$ cat src/rtl/spi_cmd_pkg.sv
package spi_cmd_pkg;
    typedef enum logic [1:0] {
        ST_IDLE,
        ST_LOW,
        ST_HIGH,
        ST_DONE
    } seq_state_t;

    localparam logic [3:0] OFS_OPCODE = 4'h0;
    localparam logic [3:0] OFS_COUNT  = 4'h1;
    localparam logic [3:0] OFS_CTRL   = 4'h2;
    localparam logic [3:0] OFS_DATA   = 4'hC;
    localparam logic [3:0] OFS_STAT   = 4'hD;

    localparam int CTRL_GO_BIT  = 0;
    localparam int CTRL_CLR_BIT = 4;
    localparam int STAT_SEL_LSB = 4;
endpackage

$ cat src/rtl/spi_cmd_ring.sv
module spi_cmd_ring #(
    parameter int DEPTH = 8,
    parameter int DW    = 8,
    localparam int PW   = $clog2(DEPTH)
) (
    input  logic          clk,
    input  logic          rst_n,
    input  logic          clr,
    input  logic          adv,
    input  logic          wr_en,
    input  logic [DW-1:0] wr_data,
    output logic [PW-1:0] ptr,
    output logic [DW-1:0] rd_cur,
    output logic [DW-1:0] rd_next
);
    logic [DW-1:0] mem [DEPTH];
    logic [PW-1:0] ptr_nx;

    assign ptr_nx  = ptr + 1'b1;
    assign rd_cur  = mem[ptr];
    assign rd_next = mem[ptr_nx];

    always_ff @(posedge clk or negedge rst_n) begin
        if (!rst_n) begin
            ptr <= '0;
            for (int i = 0; i < DEPTH; i++) begin
                mem[i] <= '0;
            end
        end else begin
            if (clr) begin
                ptr <= '0;
            end else if (adv) begin
                ptr <= ptr_nx;
            end
            if (wr_en) begin
                mem[ptr] <= wr_data;
            end
        end
    end
endmodule

$ cat src/rtl/spi_cmd_clkdiv.sv
module spi_cmd_clkdiv #(
    parameter int SEL_W = 2
) (
    input  logic             clk,
    input  logic             rst_n,
    input  logic             en,
    input  logic [SEL_W-1:0] sel,
    output logic             tick
);
    logic [SEL_W-1:0] cnt;

    assign tick = en && (cnt == sel);

    always_ff @(posedge clk or negedge rst_n) begin
        if (!rst_n) begin
            cnt <= '0;
        end else if (!en || tick) begin
            cnt <= '0;
        end else begin
            cnt <= cnt + 1'b1;
        end
    end
endmodule

$ cat src/rtl/spi_cmd_seq.sv
module spi_cmd_seq
    import spi_cmd_pkg::*;
#(
    parameter int DW    = 8,
    parameter int CNT_W = 4,
    parameter int MAXB  = 8,
    localparam int LW   = $clog2(2 * MAXB + 1),
    localparam int BW   = $clog2(DW)
) (
    input  logic             clk,
    input  logic             rst_n,
    input  logic             start,
    input  logic [DW-1:0]    opcode,
    input  logic [CNT_W-1:0] wcnt,
    input  logic [CNT_W-1:0] rcnt,
    input  logic             tick,
    input  logic             miso,
    input  logic [DW-1:0]    ring_cur,
    input  logic [DW-1:0]    ring_next,
    output logic             busy,
    output logic             cs_n,
    output logic             sck,
    output logic             mosi,
    output logic             ring_wr,
    output logic [DW-1:0]    ring_wdata
);
    seq_state_t    state, state_nx;
    logic [DW-1:0] sh;
    logic          samp;
    logic [BW-1:0] bitcnt;
    logic [LW-1:0] left;
    logic          is_op;
    logic [LW-1:0] wsat, rsat;
    logic          last_bit;

    assign wsat     = (LW'(wcnt) > LW'(MAXB)) ? LW'(MAXB) : LW'(wcnt);
    assign rsat     = (LW'(rcnt) > LW'(MAXB)) ? LW'(MAXB) : LW'(rcnt);
    assign last_bit = (bitcnt == '0);

    always_comb begin
        state_nx = state;
        unique case (state)
            ST_IDLE: if (start) state_nx = ST_LOW;
            ST_LOW:  if (tick)  state_nx = ST_HIGH;
            ST_HIGH: if (tick)  state_nx = (last_bit && left == '0) ? ST_DONE : ST_LOW;
            ST_DONE: if (tick)  state_nx = ST_IDLE;
        endcase
    end

    always_ff @(posedge clk or negedge rst_n) begin
        if (!rst_n) begin
            state <= ST_IDLE;
        end else begin
            state <= state_nx;
        end
    end

    always_ff @(posedge clk or negedge rst_n) begin
        if (!rst_n) begin
            sh     <= '0;
            samp   <= 1'b0;
            bitcnt <= '0;
            left   <= '0;
            is_op  <= 1'b0;
        end else begin
            if (state == ST_IDLE && start) begin
                sh     <= opcode;
                bitcnt <= BW'(DW - 1);
                left   <= wsat + rsat;
                is_op  <= 1'b1;
            end else if (state == ST_LOW && tick) begin
                samp <= miso;
            end else if (state == ST_HIGH && tick) begin
                if (!last_bit) begin
                    sh     <= {sh[DW-2:0], samp};
                    bitcnt <= bitcnt - 1'b1;
                end else begin
                    bitcnt <= BW'(DW - 1);
                    is_op  <= 1'b0;
                    if (left != '0) begin
                        left <= left - 1'b1;
                        sh   <= is_op ? ring_cur : ring_next;
                    end
                end
            end
        end
    end

    always_comb begin
        busy       = (state != ST_IDLE);
        cs_n       = (state == ST_IDLE);
        sck        = (state == ST_HIGH);
        mosi       = (state == ST_IDLE) ? 1'b0 : sh[DW-1];
        ring_wr    = (state == ST_HIGH) && tick && last_bit && !is_op;
        ring_wdata = {sh[DW-2:0], samp};
    end
endmodule

$ cat src/rtl/spi_cmd_engine.sv
module spi_cmd_engine
    import spi_cmd_pkg::*;
#(
    parameter int DW    = 8,
    parameter int DEPTH = 8,
    parameter int CNT_W = 4,
    parameter int SEL_W = 2,
    parameter int MAXB  = 8,
    localparam int PW   = $clog2(DEPTH)
) (
    input  logic          clk,
    input  logic          rst_n,
    input  logic [3:0]    bus_addr,
    input  logic          bus_wr,
    input  logic          bus_rd,
    input  logic [DW-1:0] bus_wdata,
    output logic [DW-1:0] bus_rdata,
    output logic          spi_sck,
    output logic          spi_cs_n,
    output logic          spi_mosi,
    input  logic          spi_miso
);
    logic [DW-1:0]        opcode_q;
    logic [2*CNT_W-1:0]   count_q;
    logic [SEL_W-1:0]     speed_q;
    logic                 busy;
    logic                 tick;
    logic                 seq_wr;
    logic [DW-1:0]        seq_wdata;
    logic [PW-1:0]        ring_ptr;
    logic [DW-1:0]        ring_cur, ring_next;
    logic                 ctrl_wr, start, ptr_clr;
    logic                 data_wr, data_rd;
    logic                 ring_wr, ring_adv;
    logic [DW-1:0]        ring_wdata;

    assign ctrl_wr = bus_wr && (bus_addr == OFS_CTRL) && !busy;
    assign start   = ctrl_wr && bus_wdata[CTRL_GO_BIT];
    assign ptr_clr = ctrl_wr && bus_wdata[CTRL_CLR_BIT];
    assign data_wr = bus_wr && (bus_addr == OFS_DATA) && !busy;
    assign data_rd = bus_rd && (bus_addr == OFS_DATA) && !busy;

    assign ring_wr    = busy ? seq_wr : data_wr;
    assign ring_wdata = busy ? seq_wdata : bus_wdata;
    assign ring_adv   = ring_wr || data_rd;

    always_ff @(posedge clk or negedge rst_n) begin
        if (!rst_n) begin
            opcode_q <= '0;
            count_q  <= '0;
            speed_q  <= '0;
        end else begin
            if (bus_wr && !busy && bus_addr == OFS_OPCODE) opcode_q <= bus_wdata;
            if (bus_wr && !busy && bus_addr == OFS_COUNT)  count_q  <= bus_wdata[2*CNT_W-1:0];
            if (bus_wr && bus_addr == OFS_STAT)            speed_q  <= bus_wdata[STAT_SEL_LSB +: SEL_W];
        end
    end

    always_comb begin
        bus_rdata = '0;
        unique case (bus_addr)
            OFS_OPCODE: bus_rdata = opcode_q;
            OFS_COUNT:  bus_rdata = DW'(count_q);
            OFS_CTRL:   bus_rdata[CTRL_GO_BIT] = busy;
            OFS_DATA:   bus_rdata = ring_cur;
            OFS_STAT: begin
                bus_rdata[PW-1:0]                 = ring_ptr;
                bus_rdata[STAT_SEL_LSB +: SEL_W]  = speed_q;
            end
            default:    bus_rdata = '0;
        endcase
    end

    spi_cmd_ring #(.DEPTH(DEPTH), .DW(DW)) u_ring (
        .clk     (clk),
        .rst_n   (rst_n),
        .clr     (ptr_clr),
        .adv     (ring_adv),
        .wr_en   (ring_wr),
        .wr_data (ring_wdata),
        .ptr     (ring_ptr),
        .rd_cur  (ring_cur),
        .rd_next (ring_next)
    );

    spi_cmd_clkdiv #(.SEL_W(SEL_W)) u_div (
        .clk   (clk),
        .rst_n (rst_n),
        .en    (busy),
        .sel   (speed_q),
        .tick  (tick)
    );

    spi_cmd_seq #(.DW(DW), .CNT_W(CNT_W), .MAXB(MAXB)) u_seq (
        .clk        (clk),
        .rst_n      (rst_n),
        .start      (start),
        .opcode     (opcode_q),
        .wcnt       (count_q[CNT_W-1:0]),
        .rcnt       (count_q[2*CNT_W-1:CNT_W]),
        .tick       (tick),
        .miso       (spi_miso),
        .ring_cur   (ring_cur),
        .ring_next  (ring_next),
        .busy       (busy),
        .cs_n       (spi_cs_n),
        .sck        (spi_sck),
        .mosi       (spi_mosi),
        .ring_wr    (seq_wr),
        .ring_wdata (seq_wdata)
    );
endmodule

$ cat config.mk
export PLATFORM = sky130hd
export DESIGN_NAME = spi_cmd_engine
export DESIGN_NICKNAME = d
export VERILOG_FILES = /design/src/rtl/spi_cmd_pkg.sv /design/src/rtl/spi_cmd_ring.sv /design/src/rtl/spi_cmd_clkdiv.sv /design/src/rtl/spi_cmd_seq.sv /design/src/rtl/spi_cmd_engine.sv
export SDC_FILE = /design/constraint.sdc
export NUM_CORES = 1
export LEC_CHECK = 0
export BUFFER_PORTS_ARGS = -buffer_cell sky130_fd_sc_hd__buf_4
export CAP_MARGIN = 25
export CORE_MARGIN = 10
export CORE_UTILIZATION = 50
export DETAILED_ROUTE_END_ITERATION = 6
export PLACE_DENSITY = 0.66
export SLEW_MARGIN = 20
export SYNTH_ARGS = -nofsm -noshare
export SYNTH_HDL_FRONTEND = slang
export SYNTH_SLANG_ARGS = --single-unit
$ cat constraint.sdc
create_clock -name clk -period 4.6 [get_ports clk]
set_input_delay 0.92 -clock clk [delete_from_list [all_inputs] [get_ports clk]]
set_output_delay 0.92 -clock clk [all_outputs]
set_load 0.005 [all_outputs]
==> qor.yml, run 1 <==
drv_cap: 0
io_pins: 28
routedWlPerCell_um: 22.0
p_leak_nw: 2.87
rsz0062_at_grt: "no"
rows: 39
slowest_delay_ps: 780
die_area_sq_um: 16600
finalMaxSlewViolations: 0
cts.sinks: 107
cts_hold_buf: 0
ir_drop_v: 0.000393
n_fill_cell: 983
cts_resized: 0
cts_root_buf: "clkbuf_16"
initial_core_util_pct: 51.6
drt-initial-drc-count: 467
numPortBuffers: 27
crit_type: "register to output port"
switching_power_w: 0.00176
place_congestion: 0.876
netlist_area_sq_um: 5940
finalCriticalPeriod_ps: 3860
hold_violations: 0
viasPerCell: 6.36
area_growth_pct: 10.3
relSlewSlack_pct: 28.4
ant_nets: 0
async_reset_ff_share_pct: 100
power_frac_seq_pct: 40.8
whs_ps: 511
critPathLaunchType: "register"
die_y_um: 129
p_comb_share_pct: 40.9
syn-num-nets: 601
final_cell_mix: "dfrtp_1 (106), nor2_1 (73), a21oi_1 (72)"
grt_pass1_wl_um: 26500
setup_viol: 0
tightest_slew_ps: 1060
pwr_density_cell_nw_per_um2: 662
final_common_cell: "dfrtp_1"
fin_worst_skew_ps: 8.67
worstPathArrival_ps: 2940
antennaDiodeCount: 0
grt_max_degree: 55
required_ps: 3680
vias: 4692
clock_path_buffers: 2
die_x_um: 129
synthFlopType: "dfrtp_1"
slowest_stage: "dfrtp_1"
endpoint_kind: "output port"
hold_class: "register to register"
setup_tns_ps: 0
syn_avg_cell_area_sq_um: 10.3
nets: 617
power.total_w: 0.00434
crit_chain: "buf_4 > nor2b_1 > a22oi_1 > nand3_1 > o21ai_0 > buf_4"
drt_pre_antenna_iters: 5
clk_pin_slew_ps: 70
synth_seq_area_share_pct: 45.1
synthCells: 574
register_area_sq_um: 2680
synth_edf_count: 0
ys_types: 57
max_freq_ghz: 0.259
layout-drive-gt1-share_pct: 17.8
p_clk_share_pct: 18.3
cts_tree: "yes"
grt_antenna_before_repair: 0
drc: 0
dp_hpwl_um: 11500
p_int_w: 0.00257
grt_overflow: 0
power_switching_share_pct: 40.7
cts_setup_buffers: 0
grt_pass1_vias: 4794
ys_ff_latch: 107
core_sq_um: 11500
outcome: "finished clean"
cts.htree.levels: 3
routed_wl_um: 16300
grt_use_total_pct: 20.4
cts_buffers: 9
crit_fanout: 13
yosysWarnings: 0
clk_latency_ps: 360
crit_top_cell: "buf_4"
finalCritPeriodShare_pct: 83.9
multi_input_area_sq_um: 3050
==> kinds of logic after synthesis <==
| logic type | synth area share [%] |
|---|---|
| adder cells (fa/ha/maj) | 2.23 |
| multiplexers | 15.8 |
| AND/OR/NAND/NOR | 13.1 |
| buffers and inverters | 3.71 |
| AO/OA/AOI/OAI | 18.5 |
| flip-flops | 45.1 |
| XOR/XNOR | 1.62 |
==> power by group through the flow <==
| stage | combinational (W) | sequential, W | clock (W) |
|---|---|---|---|
| finish | 0.00177 | 0.00177 | 0.000795 |
| floorplan | 0.00142 | 0.00155 | 0 |
| global placement | 0.00170 | 0.00176 | 0 |
| global route | 0.00196 | 0.00182 | 0.000847 |
| CTS | 0.00176 | 0.00176 | 0.000810 |
| detailed placement | 0.00175 | 0.00178 | 0 |
==> synth_stat cells (5+ instances only) <==
master    number  area [sq um]
nand2_1       30           113
nor2b_1       12          75.1
ha_1           9           113
o211ai_1       6          45.0
nand2b_1       5          31.3
nor2_1        73           274
a21oi_1       72           360
xor2_1         7          61.3
nand3_1       12          60.1
mux4_2        16           360
clkbuf_1      16          60.1
inv_1         14          52.6
buf_2         11          55.1
a21oi_2        5          43.8
mux2i_1       35           350
a32o_1         5          50.1
mux2_2        20           225
dfrtp_1      107          2680
o21a_1         7          52.6
o21ai_0       17          85.1
a22oi_1       18           135
nor3_1         9          45.0
==> layer usage <==
layer  vias up  wire, um  GRT usage [%]  part of all wire, %
met5         -         0              0                    0
met4         0       306           5.75                  1.9
met3        22      1050           5.13                  6.4
met2       170      8010           33.6                   49
met1      2365      6900           26.2                   42
li1       2135         -              -                    -
==> sequential cells by signal, indices dropped and copies added (netlist names) <==
name and cells:
opcode_q 8, count_q 8, u_ring.ptr 3, u_seq.left 5
u_seq.bitcnt 3, u_seq.sh 8, u_seq.is_op 1, u_seq.state 2
speed_q 2, u_ring.mem 64, u_div.cnt 2, u_seq.samp 1
==> critical path: cells and delay by family, from the launching register on <==
family	cells	cell delay, ps
AO/OA/AOI/OAI	2	380
flip-flops	1	780
AND/OR/NAND/NOR	2	900
buffers and inverters	2	520
==> worst paths after layout <==
path	endpoint	slack [ps]	from	cells after the start
max	bus_rdata[3]	740	u_ring.ptr[0]	6
min	u_div.cnt[0]	510	u_div.cnt[0]	1
max reg2reg	u_seq.sh[7]	1060	u_ring.ptr[0]	7
min reg2reg	u_div.cnt[0]	510	u_div.cnt[0]	1
max in group asynchronous	u_ring.ptr[1]	3420	rst_n	2
min in group asynchronous	u_seq.bitcnt[0]	680	rst_n	2
==> through the flow <==
stage | worst slack, ps | utilization (%) | cells | area [sq um]
floorplan | 1510 | - | 574 | 5940
global placement | 1090 | 54.3 | 722 | 6250
detailed placement | 1010 | 54.3 | 722 | 6250
CTS | 749 | 56.9 | 738 | 6550
global route | 506 | 56.9 | 738 | 6550
finish | 740 | 56.9 | 738 | 6550
==> final cells by class <==
type                    count  area share [%]
multi-input cells         419            46.5
flip-flops and latches    107            40.9
repair buffers             39            4.47
clock buffers               9            3.44
well taps                 143            2.73
clock inverters             7            1.15
inverters                  14           0.802
(Power assumes the default switching activity.)
==> inputs of run 2 (changes only) <==
PLACE_DENSITY = 0.69   (was 0.66)
clock period = 3.3 ns   (was 4.6 ns; I/O delays follow)
==> qor.yml, run 2 (synthesis gave the netlist of run 1 again) <==
crit_type: "register to output port"
crit_end: "bus_rdata[1]"
setup_tns_ps: 0  # unchanged
hold_violations: 0  # unchanged
cts_root_buf: "clkbuf_16"
viasPerCell: 6.49  # +2.1%
clk_latency_ps: 360  # about the same
register_area_sq_um: 2680  # +0.14%
r2r-end: "u_ring.mem[12]"
critical-path-top-delay-family: "compound AO/OA/AOI/OAI gates"
drt-initial-drc-count: 578  # +24%
cts_buffers: 9  # unchanged
placed_cell_area_sq_um: 6410  # +2.5%
routedWlPerCell_um: 22.2  # +0.80%
cts.sinks: 107  # unchanged
routed_wl_um: 16900  # +3.7%
relSlewSlack_pct: 32.8  # +4.4 points
clk_pin_slew_ps: 70  # about the same
grt_use_total_pct: 20.7  # +0.30 points
largest-register: "u_ring.mem"
numPortBuffers: 27  # unchanged
grt_pass1_vias: 4789  # -0.10%
cts.htree.levels: 3  # unchanged
fin_worst_skew_ps: 7.37  # -1.31 ps
drc: 0  # unchanged
slowest_stage: "a2111oi_1"
drt_pre_antenna_iters: 7  # +2
rows: 39  # unchanged
worstPathArrival_ps: 2580  # -360 ps
core_sq_um: 11500  # unchanged
setup_viol: 0  # unchanged
multi_input_area_sq_um: 3040  # -0.16%
vias: 4925  # +5.0%
finalMaxSlewViolations: 0  # unchanged
endpoint_kind: "output port"
crit_start: "u_ring.ptr[0]"
critPathLaunchType: "register"
required_ps: 2640  # -1040 ps
outcome: "finished clean"
cts_tree: "yes"
final_common_cell: "dfrtp_1"
crit_buf_inv: 3  # +1
die_x_um: 129  # unchanged
pwr_density_cell_nw_per_um2: 916  # +38%
grt_pass1_wl_um: 26900  # +1.6%
io_pins: 28  # unchanged
critical_path_depth: 7  # +1
ff2ff_path_depth: 8  # +1
final_area_sq_um: 6720  # +2.6%
max_freq_ghz: 0.309
initial_core_util_pct: 51.6  # unchanged
grt_overflow: 0  # unchanged
finalCritPeriodShare_pct: 98.1
fin_util_pct: 58.4  # +1.5 points
finalCriticalPeriod_ps: 3240
slowest_delay_ps: 630  # -150 ps
drv_cap: 0  # unchanged
largest_reg_flops: 64  # unchanged
crit_top_cell: "buf_4"
place_congestion: 0.931  # +6.3%
setup_ws_ps: 61.5  # -678 ps
cts_setup_buffers: 0  # unchanged
rsz0062_at_grt: "no"
layout-drive-gt1-share_pct: 20.5  # +2.6 points
n_fill_cell: 982  # -0.10%
p_leak_nw: 2.98  # +3.9%
ir_drop_v: 0.000309  # -21%
crit_chain: "buf_4 > nor2b_1 > a32o_1 > a2111oi_1 > buf_4 > o21ai_0 > buf_4"
clock_path_buffers: 2  # unchanged
area_growth_pct: 13.2
power.total_w: 0.00616  # +42%
nets: 638  # +3.4%
antennaDiodeCount: 0  # unchanged
dp_slack_ps: 296  # -715 ps
hold_class: "input port to async pin"
crit_fanout: 9  # -4
final_cell_mix: "dfrtp_1 (105), nor2_1 (73), a21oi_1 (72)"
grt_max_degree: 47  # -15%
ant_nets: 0  # unchanged
die_y_um: 129  # unchanged
cts_hold_buf: 0  # unchanged
grt_antenna_before_repair: 0  # unchanged
r2r_slack_ps: 410  # -650 ps
reg2reg_from: "u_seq.bitcnt[0]"
dp_hpwl_um: 12500  # +8.2%
tightest_slew_ps: 980  # -84.8 ps
die_area_sq_um: 16600  # unchanged
-- run 2: cell types whose count changed in the layout (fill, tap and decap cells not counted), sizes merged --
cell / change
buf: +20
inv: -2
clkinv: -1
clkbuf: +4
-- run 2: power by group --
group          total, W  switching, W  internal (W)
sequential      0.00242      0.000574       0.00185
clock           0.00111      0.000477      0.000629
combinational   0.00263       0.00142       0.00121
-- run 2: per-stage QoR --
stage,instances,hold slack [ps]
6_report,759,312
5_1_grt,759,350
4_1_cts,758,326
2_1_floorplan,574,364
3_5_place_dp,742,501
3_3_place_gp,742,491
-- run 2: area by class of cell --
| cell class | instances | area share, % |
|---|---|---|
| clock buffers | 12 | 3.81 |
| inverters | 14 | 0.782 |
| clock inverters | 4 | 0.726 |
| repair buffers | 60 | 6.85 |
| flip-flops and latches | 107 | 39.9 |
| well taps | 143 | 2.66 |
| multi-input cells | 419 | 45.3 |
-- run 2: repair_timing --
action / 4_1_cts / 5_1_grt
endpoints found under the hold margin: 0 / 0
gates resized for setup: 1 / 2
endpoints found under the setup margin: 1 / 3
-- run 2: worst min-delay path by stage --
| stage | endpoint | start | cells past startpoint |
|---|---|---|---|
| floorplan | count_q[0] | rst_n | 0 |
| CTS | u_seq.left[4] | rst_n | 1 |
| global route | u_seq.left[2] | rst_n | 1 |
| finish | u_seq.left[2] | rst_n | 1 |
| detailed placement | u_div.cnt[0] | u_div.cnt[0] | 1 |
| global placement | u_seq.bitcnt[1] | u_seq.bitcnt[1] | 2 |
-- run 2: layer usage --
| metal | wire length (um) | vias up | track usage (%) |
|---|---|---|---|
| met2 | 8170 | 208 | 33.5 |
| met5 | 0 | - | 0 |
| met3 | 1290 | 29 | 4.85 |
| met4 | 367 | 0 | 7.22 |
| met1 | 7040 | 2501 | 26.8 |
| li1 | - | 2187 | - |
==> inputs of run 3 (changes only) <==
ABC_AREA = 1   (was default)
PLACE_DENSITY = 0.66   (was 0.69)
clock period = 3.9 ns   (was 3.3 ns; I/O delays follow)
==> qor.yml, run 3 <==
outcome: "finished clean"
numPortBuffers: 27  # unchanged
die_area_sq_um: 18800  # +13%
viasPerCell: 5.31  # -18%
crit_chain: "inv_2 > nand4_1 > nand2_1 > nor2_1 > nand2_1 > nand2_1 > o2111ai_1 > buf_4"
grt_overflow: 0  # unchanged
crit_type: "register to output port"
grt_pass1_vias: 5895  # +23%
dp_slack_ps: 939  # +642 ps
die_y_um: 137  # +6.2%
area_growth_pct: 9.39
core_sq_um: 13300  # +16%
slowest_stage: "dfrtp_1"
cts_hold_buf: 0  # unchanged
setup_viol: 0  # unchanged
placedCellCount: 1202  # +62%
netlist_area_sq_um: 6850  # +15%
io_pins: 28  # unchanged
cts.sinks: 107  # unchanged
largest-register: "u_ring.mem"
ir_drop_v: 0.000438  # +42%
crit_top_cell: "nand2_1"
grt_antenna_before_repair: 0  # unchanged
syn_avg_cell_area_sq_um: 6.63  # -36%
clock_path_buffers: 2  # unchanged
largest_reg_flops: 64  # unchanged
yosysWarnings: 0  # unchanged
ant_nets: 0  # unchanged
finalCriticalPeriod_ps: 3400
max_freq_ghz: 0.294
synthFlopType: "dfrtp_1"
synth_area_leader_cell: "dfrtp_1"
layout-drive-gt1-share_pct: 7.66  # -13 points
drt-initial-drc-count: 763  # +32%
clk_latency_ps: 370  # about the same
cts_resized: 0  # -1
cts_tree: "yes"
pwr_density_cell_nw_per_um2: 670  # -27%
worstPathArrival_ps: 2620  # +40 ps
grt_use_total_pct: 21.7  # +0.98 points
initial_core_util_pct: 51.3  # -0.26 points
finalMaxSlewViolations: 0  # unchanged
dp_hpwl_um: 14100  # +13%
yosysMostFrequentCell: "nand2_1"
final_cell_mix: "nand2_1 (429), nand3_1 (143), inv_1 (119)"
tightest_slew_ps: 1030  # +52.6 ps
yosys-top-cells-area: "dfrtp_1 (39%), nand2_1 (24%), nand3_1 (10%), inv_1 (6.5%), o21ai_0 (3.7%)"
synth_edf_count: 0  # unchanged
antennaDiodeCount: 0  # unchanged
syn-num-nets: 1061  # +77%
setup_ws_ps: 501  # +440 ps
finalCritPeriodShare_pct: 87.1
cts.htree.levels: 3  # unchanged
hold_violations: 0  # unchanged
fin_worst_skew_ps: 8.15  # +0.781 ps
routedWlPerCell_um: 16.2  # -27%
finalNonFillerCells: 1220  # +61%
grt_pass1_wl_um: 32000  # +19%
endpoint_kind: "output port"
place_congestion: 0.950  # +2.0%
drv_cap: 0  # unchanged
cts_root_buf: "clkbuf_16"
critPathLaunchType: "register"
ys_types: 35  # -39%
cts_setup_buffers: 0  # unchanged
drt_pre_antenna_iters: 6  # -1
rows: 42  # +7.7%
slowest_delay_ps: 980  # +350 ps
hold_class: "input port to async pin"
yosys-top-cells-count: "nand2_1 (429), nand3_1 (143), inv_1 (119)"
required_ps: 3120  # +480 ps
clk_pin_slew_ps: 80  # about the same
drc: 0  # unchanged
crit_fanout: 28  # +19
ys_ff_latch: 107  # unchanged
cts_buffers: 9  # unchanged
synthCells: 1034  # +80%
synth_seq_area_share_pct: 39.1  # -6.0 points
async_reset_ff_share_pct: 100  # unchanged
rsz0062_at_grt: "no"
p_leak_nw: 4.13  # +39%
die_x_um: 137  # +6.2%
setup_tns_ps: 0  # unchanged
routed_wl_um: 19800  # +17%
final_common_cell: "nand2_1"
vias: 6482  # +32%
nets: 1066  # +67%
grt_max_degree: 57  # +21%
relSlewSlack_pct: 30.7  # -2.1 points
synth_top_cell_area_share_pct: 39.1  # -6.0 points
==> run 3: cell types whose count changed after synthesis, sizes merged, moves of 12 or more <==
cell,change
mux2,-20
a22oi,-16
a21oi,-70
mux2i,-35
o21ai,+42
nand4,+16
nand3,+131
nor2b,-12
nor2,-25
nand2,+407
mux4,-16
inv,+110
==> run 3: cell families (layout without fill, tap and decap cells) <==
kind of cell / Yosys count / after routing / synth area share, %
and+or+nand+nor: 657 / 657 / 41.2
buffers and inverters: 173 / 183 / 10.3
DFF: 107 / 107 / 39.1
AOI/OAI and AO/OA: 79 / 79 / 6.48
adders and majority gates: 10 / 10 / 1.94
xor gates and xnor gates: 8 / 8 / 1.02
==> run 3: worst max-delay path, delay by kind of cell, from the launching register on <==
family	cells	cell delay, ps
AOI/OAI and AO/OA	1	140
buffers and inverters	2	570
DFF	1	980
and+or+nand+nor	5	560
==> run 3: layer usage <==
metal  wire, um  vias to the layer above  global-route usage, %
li1           -                     3261                      -
met1       9270                     2974                   31.0
met2       8770                      212                   32.2
met3       1320                       35                   4.80
met4        448                        0                   6.09
met5          0                        -                      0
==> run 3: area by class of cell <==
| cell class | instances | area (sq um) |
|---|---|---|
| Tap cell | 176 | 220 |
| Inverter | 129 | 484 |
| Multi-Input combinational cell | 754 | 3470 |
| Timing Repair Buffer | 38 | 310 |
| Clock inverter | 7 | 109 |
| Sequential cell | 107 | 2680 |
| Clock buffer | 9 | 225 |
| Fill cell | 1352 | 5850 |
==> run 3: stage by stage <==
| stage | area [sq um] | hold WS, ps | total power [W] | utilization [%] |
|---|---|---|---|---|
| finish | 7490 | 475 | 0.00502 | 56.1 |
| floorplan | 6850 | 442 | 0.00323 | - |
| global placement | 7140 | 455 | 0.00391 | 53.5 |
| CTS | 7480 | 477 | 0.00499 | 56.0 |
| global route | 7490 | 498 | 0.00540 | 56.1 |
| detailed placement | 7140 | 458 | 0.00394 | 53.5 |
==> run 3: where the power goes <==
| part | total, W | switching [W] | internal (W) |
|---|---|---|---|
| logic | 0.00230 | 0.00162 | 0.000674 |
| registers | 0.00168 | 0.000296 | 0.00139 |
| clock network | 0.00104 | 0.000464 | 0.000576 |
| total | 0.00502 | 0.00238 | 0.00264 |
==> run 3: worst paths after layout <==
check / slack, ps / cells after the start / end / start
max in group asynchronous: 2700 / 2 / u_ring.mem[11] / rst_n
hold reg to reg: 480 / 2 / u_ring.mem[43] / u_ring.mem[43]
setup reg to reg: 1190 / 9 / u_seq.sh[0] / u_ring.ptr[1]
hold / removal: 480 / 1 / u_ring.mem[60] / rst_n
min in group clk: 480 / 2 / u_ring.mem[43] / u_ring.mem[43]
setup / recovery: 500 / 8 / bus_rdata[2] / u_ring.ptr[1]
